## src/rtl/irq_vector_ctrl.sv

```systemverilog
module irq_vector_ctrl #(
  parameter int NUM_IRQ  = 5,
  parameter int VEC_BASE = 8'h40,
  parameter int SEQ_LEN  = 5
) (
  input  logic               clk,
  input  logic               rst_n,
  input  logic [NUM_IRQ-1:0] irq_req,
  input  logic               reg_we,
  input  logic               reg_sel,
  input  logic [7:0]         reg_wdata,
  output logic [7:0]         flag_rdata,
  output logic [7:0]         en_rdata,
  input  logic               ime,
  input  logic               halt_in,
  output logic               wake,
  output logic               disp_start,
  output logic               disp_busy,
  output logic               vec_load,
  output logic [7:0]         vec_addr
);
  localparam int IW = $clog2(NUM_IRQ);
  localparam int CW = $clog2(SEQ_LEN + 1);

  logic [NUM_IRQ-1:0] flag_q, en_q, pend, flag_nx;
  logic [IW-1:0]      win_idx, sel_idx;
  logic [CW-1:0]      cnt_q;
  logic               flag_wr;

  assign pend       = flag_q & en_q;
  assign flag_wr    = reg_we && !reg_sel;
  assign flag_rdata = {{(8-NUM_IRQ){1'b1}}, flag_q};
  assign en_rdata   = {{(8-NUM_IRQ){1'b0}}, en_q};
  assign wake       = halt_in && (|pend);
  assign disp_start = ime && !disp_busy && (|pend);
  assign disp_busy  = cnt_q != '0;
  assign vec_load   = cnt_q == CW'(SEQ_LEN);
  assign vec_addr   = 8'(VEC_BASE) + 8'({win_idx, 3'b000});

  always_comb begin
    sel_idx = '0;
    for (int i = NUM_IRQ - 1; i >= 0; i--)
      if (pend[i]) sel_idx = IW'(i);
  end

  always_comb begin
    flag_nx = flag_wr ? reg_wdata[NUM_IRQ-1:0] : (flag_q | irq_req);
    if (vec_load && !flag_wr)
      flag_nx = flag_nx ^ (NUM_IRQ'(1) << win_idx);
  end

  always_ff @(posedge clk) begin
    if (!rst_n) begin
      flag_q  <= '0;
      en_q    <= '0;
      cnt_q   <= '0;
      win_idx <= '0;
    end else begin
      flag_q <= flag_nx;
      if (reg_we && reg_sel) en_q <= reg_wdata[NUM_IRQ-1:0];
      if (disp_start) begin
        cnt_q   <= CW'(1);
        win_idx <= sel_idx;
      end else if (vec_load) begin
        cnt_q <= '0;
      end else if (disp_busy) begin
        cnt_q <= cnt_q + CW'(1);
      end
    end
  end

  assert_req_sets_R1: assert property (@(posedge clk) disable iff (!rst_n)
    (!flag_wr && !vec_load) |=> ((flag_q & $past(irq_req)) == $past(irq_req)));
  assert_vec_range_R2: assert property (@(posedge clk) disable iff (!rst_n)
    vec_load |-> (vec_addr[2:0] == 3'b000 && vec_addr >= 8'(VEC_BASE)
                  && vec_addr < 8'(VEC_BASE + 8*NUM_IRQ)));
  assert_flip_R3: assert property (@(posedge clk) disable iff (!rst_n)
    (vec_load && !flag_wr) |=>
      (flag_q[$past(win_idx)] != ($past(flag_q[win_idx]) | $past(irq_req[win_idx]))));
  assert_start_gated_R5: assert property (@(posedge clk) disable iff (!rst_n)
    disp_start |-> (ime && (|(en_q & flag_q))));
  assert_window_R6: assert property (@(posedge clk) disable iff (!rst_n)
    disp_start |=> (disp_busy && !vec_load));
  assert_window_end_R6: assert property (@(posedge clk) disable iff (!rst_n)
    vec_load |=> !disp_busy);
  assert_no_restart_R10: assert property (@(posedge clk) disable iff (!rst_n)
    disp_busy |-> !disp_start);
endmodule

```

## config.mk

```make
export PLATFORM = sky130hd
export DESIGN_NAME = irq_vector_ctrl
export DESIGN_NICKNAME = d
export VERILOG_FILES = /design/src/rtl/irq_vector_ctrl.sv
export SDC_FILE = /design/constraint.sdc
export NUM_CORES = 1
export LEC_CHECK = 0
export ABC_AREA = 1
export BUFFER_PORTS_ARGS = -buffer_cell sky130_fd_sc_hd__buf_2
export CAP_MARGIN = 10
export CORE_AREA = 2 2 50 52
export DETAILED_ROUTE_END_ITERATION = 6
export DIE_AREA = 0 0 52 54
export HOLD_SLACK_MARGIN = 0.02
export PLACE_DENSITY_LB_ADDON = 0.1
export SYNTH_ARGS = -nofsm -noshare
export SYNTH_HDL_FRONTEND = slang
export SYNTH_SLANG_ARGS = --single-unit
```

## constraint.sdc

```tcl
create_clock -name clk -period 1.5 [get_ports clk]
set_input_delay 0.075 -clock clk [delete_from_list [all_inputs] [get_ports clk]]
set_output_delay 0.075 -clock clk [all_outputs]
set_load 0.05 [all_outputs]
```

==> flow_results.xml <==
<?xml version="1.0" encoding="UTF-8"?>
<metrics>
  <group name="sta">
    <metric name="achievable-frequency" unit="MHz">702</metric>
    <metric name="worst_clock_skew" unit="ns">0.00250</metric>
    <metric name="rsz0062_at_grt" unit="">true</metric>
    <metric name="count_of_final_hold_check_violations" unit="">0</metric>
    <metric name="finalWorstPathRequiredPeriod" unit="ns">1.42</metric>
    <metric name="timing.final.crit_share" unit="%">94.9</metric>
    <metric name="maxSlewViolCount" unit="">0</metric>
    <metric name="finalSetupViolations" unit="">0</metric>
  </group>
  <group name="cts">
    <metric name="numClockSinks" unit="">16</metric>
    <metric name="hold_buffers" unit="">0</metric>
    <metric name="cts_max_path_buffers" unit="">2</metric>
    <metric name="source_to_sink_clock_delay_at_the_later_pin_of_the_worst_skew_pair" unit="ns">0.28</metric>
    <metric name="clock_tree_from_tritoncts" unit="">built</metric>
    <metric name="cts_inserted_buffers" unit="">3</metric>
    <metric name="cts_root_buf" unit="">clkbuf_4</metric>
    <metric name="ctsHtreeMaxLevel" unit="">1</metric>
    <metric name="cts.clk_slew.worst_paths" unit="ns">0.10</metric>
  </group>
  <group name="yosys">
    <metric name="ys.flop_type" unit="">dfxtp_1</metric>
    <metric name="synthAdderAreaFrac" unit="%">3.90</metric>
    <metric name="synthTopCellsByArea" unit="">dfxtp_1 (33%), nor2_1 (11%), nand2_1 (11%)</metric>
    <metric name="synth.lib_cells_used.distinct" unit="">19</metric>
    <metric name="seq_area_frac_synth" unit="%">33.3</metric>
    <metric name="yosys-top-cells-count" unit="">nor2_1 (28), nand2_1 (27), dfxtp_1 (16), o21ai_0 (16), inv_1 (12)</metric>
    <metric name="netlist_area" unit="um2">962</metric>
    <metric name="post_synth_xor_area_fraction" unit="%">0</metric>
    <metric name="simple_gate_fraction_of_synth_area" unit="%">31.9</metric>
    <metric name="synth_mux_area_share" unit="%">0</metric>
    <metric name="synth.avg_cell_area" unit="um2">6.64</metric>
    <metric name="post_synth_edffs" unit="">0</metric>
    <metric name="syn_inst" unit="">145</metric>
    <metric name="yosysTopAreaCellShare" unit="%">33.3</metric>
    <metric name="synth_compound_area_share" unit="%">14.4</metric>
    <metric name="ys_async_sr_fraction" unit="%">0</metric>
    <metric name="synth_top_family_by_area" unit="">simple AND/OR/NAND/NOR gates</metric>
    <metric name="postSynthRegisterBits" unit="">16</metric>
    <metric name="synthDominantAreaCellType" unit="">dfxtp_1</metric>
    <metric name="synthMostInstantiatedCell" unit="">nor2_1</metric>
    <metric name="yosys_warnings" unit="">0</metric>
  </group>
  <group name="setup_path">
    <metric name="setup.worst_path.end_class" unit="">output pin</metric>
    <metric name="max_stage_delay" unit="ns">0.35</metric>
    <metric name="ff2ff_setup_slack" unit="ns">0.16</metric>
    <metric name="crit_arrival" unit="ns">1.35</metric>
    <metric name="worst_path_most_repeated_cell" unit="">inv_2</metric>
    <metric name="worst_r2r_endpoint" unit="">cnt_q[1]</metric>
    <metric name="critical_path.cell_chain" unit="">inv_4 -&gt; ha_4 -&gt; inv_2 -&gt; nor2_4 -&gt; nand2_2 -&gt; inv_2 -&gt; nand2_4 -&gt; inv_2 -&gt; buf_8</metric>
    <metric name="buffers_and_inverters_on_the_worst_path" unit="">5</metric>
    <metric name="rr_worst_depth" unit="">11</metric>
    <metric name="cp_slowest_cell" unit="">dfxtp_2</metric>
    <metric name="worst_setup_path_start_kind" unit="">flip-flop</metric>
    <metric name="cpLargestDelayFamily" unit="">buffers and inverters</metric>
    <metric name="worst_ep_required_time" unit="ns">1.42</metric>
    <metric name="r2r_start" unit="">cnt_q[1]</metric>
    <metric name="worstPathMaxFanout" unit="">3</metric>
    <metric name="criticalPathCategory" unit="">reg2out</metric>
  </group>
  <group name="placement">
    <metric name="placed_cells_incl_taps" unit="">203</metric>
    <metric name="hpwlAfterDp" unit="um">1580</metric>
    <metric name="gp_routability_congestion" unit="">0.852</metric>
    <metric name="quantity_of_i_o_buffers_inserted_on_ports" unit="">32</metric>
  </group>
  <group name="worst_hold_path">
    <metric name="hold_path_cell_cnt" unit="">3</metric>
    <metric name="timing.hold.worst.start" unit="">reg_wdata[3]</metric>
    <metric name="min_path_type" unit="">in2reg</metric>
    <metric name="worst_hold_path.endpoint" unit="">en_q[3]</metric>
  </group>
  <group name="cells_and_area">
    <metric name="layout.core_utilization" unit="%">53.8</metric>
    <metric name="finish.net_count" unit="">209</metric>
    <metric name="seqCellArea" unit="um2">323</metric>
    <metric name="stdcell_count" unit="">216</metric>
    <metric name="area_of_the_multi_input_gates" unit="um2">556</metric>
    <metric name="syn2layout_area_growth" unit="%">29.6</metric>
    <metric name="antenna_cells_inserted" unit="">0</metric>
    <metric name="post_route_cells_drive_above_1_share" unit="%">35.5</metric>
    <metric name="num-fill-cells" unit="">223</metric>
  </group>
  <group name="grt">
    <metric name="overflow" unit="">0</metric>
    <metric name="via_count_of_the_first_global_routing_pass" unit="">795</metric>
    <metric name="antenna_violations_before_repair" unit="">0</metric>
    <metric name="pin_count_of_the_biggest_net_entering_global_routing" unit="">17</metric>
    <metric name="grt_util_all_layers" unit="%">16.7</metric>
    <metric name="wire_length_of_the_first_global_routing_pass" unit="um">3460</metric>
  </group>
  <group name="floorplanning">
    <metric name="std_cell_rows" unit="">18</metric>
    <metric name="die_width" unit="um">52</metric>
    <metric name="core" unit="um2">2320</metric>
    <metric name="fp.dieArea" unit="um2">2810</metric>
    <metric name="initial_utilization" unit="%">41.5</metric>
    <metric name="die_height" unit="um">54</metric>
    <metric name="ioPinCount" unit="">47</metric>
  </group>
  <group name="flow_run">
    <metric name="max-cap-violations" unit="">0</metric>
  </group>
  <group name="power_and_ir_drop">
    <metric name="net_switching_fraction_of_the_power" unit="%">43.0</metric>
    <metric name="worst_supply_voltage_drop_on_vdd" unit="V">0.000545</metric>
    <metric name="power_frac_comb" unit="%">48.9</metric>
    <metric name="power.share.clock" unit="%">18.2</metric>
    <metric name="p_seq_share" unit="%">33.0</metric>
    <metric name="power_switching" unit="uW">671</metric>
    <metric name="power_per_cell_area" unit="nW/um2">1250</metric>
    <metric name="p_int" unit="uW">888</metric>
    <metric name="power_leakage" unit="uW">0.000669</metric>
  </group>
  <group name="outcome">
    <metric name="outcome" unit="">completed</metric>
  </group>
  <group name="drt">
    <metric name="detail-route-antenna-nets" unit="">0</metric>
    <metric name="drt_pass_1_iters" unit="">4</metric>
    <metric name="route.detailed.wl_per_inst" unit="um">10.2</metric>
    <metric name="drt-initial-drc-count" unit="">23</metric>
    <metric name="vias" unit="">956</metric>
    <metric name="post_drt_via_cell_ratio" unit="">4.43</metric>
    <metric name="post-route-drc-count" unit="">0</metric>
    <metric name="finalWirelength" unit="um">2200</metric>
  </group>
</metrics>
-- how the worst max path moves through the flow --
stage	start	end	slack [ns]	cells after the start
after floorplan	flag_q[1]	wake	0.01	4
after global placement	cnt_q[0]	disp_start	0.13	9
after detailed placement	cnt_q[0]	disp_start	0.09	9
after CTS	cnt_q[0]	disp_start	0.0004	9
after global routing	cnt_q[1]	disp_start	-0.02	9
final	cnt_q[1]	disp_start	0.08	9
-- registers in the layout, indices dropped and copies added, names as in the netlist --
register and flops:
flag_q 5, en_q 5, cnt_q 3, win_idx 3
-- final cells by class --
type	instances	area share (%)
multi-input combinational	111	44.5
clock buffer	4	2.91
timing repair buffer	41	19.3
sequential	16	25.9
inverter	14	4.41
tap	30	3.01
-- power groups by stage --
stage          Sequential (uW)  Combinational, uW  Clock (uW)
2_1_floorplan              598                407           0
3_3_place_gp               515                569           0
3_5_place_dp               518                574           0
4_1_cts                    507                679         296
5_1_grt                    520                844         314
6_report                   514                762         283
-- logic make-up after synthesis --
| family | count (synthesis) |
|---|---|
| DFF | 16 |
| other | 2 |
| and+or+nand+nor | 71 |
| adders and majority gates | 3 |
| buffers and inverters | 27 |
| AOI/OAI and AO/OA | 26 |
-- per-stage QoR --
step           setup TNS (ns)  power, uW  hold slack [ns]  area (um2)  setup WS [ns]
2_1_floorplan               0       1000            0.209        1000         0.0122
3_3_place_gp                0       1080            0.320        1100          0.133
3_5_place_dp                0       1090            0.333        1100         0.0942
4_1_cts                     0       1480           0.0271        1190       0.000426
5_1_grt               -0.0245       1680           0.0407        1250        -0.0245
6_report                    0       1560           0.0371        1250         0.0758
-- per-layer routing --
layer	global-route usage [%]	wire (um)
met2	28.3	1060
met4	5.26	0
met5	0	0
met1	21.2	1010
met3	3.33	138
-- worst min-delay path: cells and delay by family --
family | cells | cell delay, ns
AOI/OAI and AO/OA | 1 | 0.05
buffers and inverters | 2 | 0.16
-- what timing repair did --
| action | CTS | global route |
|---|---|---|
| resized for setup | 8 | 8 |
| buffers inserted | 4 | 5 |
| setup endpoints to repair | 1 | 3 |
| pin swaps | 2 | 4 |
-- placed cells by master (no fill, tap or decap), drive strengths merged --
master / instances
conb: 11
a21boi: 2
ha: 3
nor2: 30
nand3: 7
dfxtp: 16
nor3: 1
o21ai: 16
nand2: 33
a21oi: 8
clkbuf: 5
buf: 40
inv: 14
No activity file was read; power rests on OpenSTA's default activity.
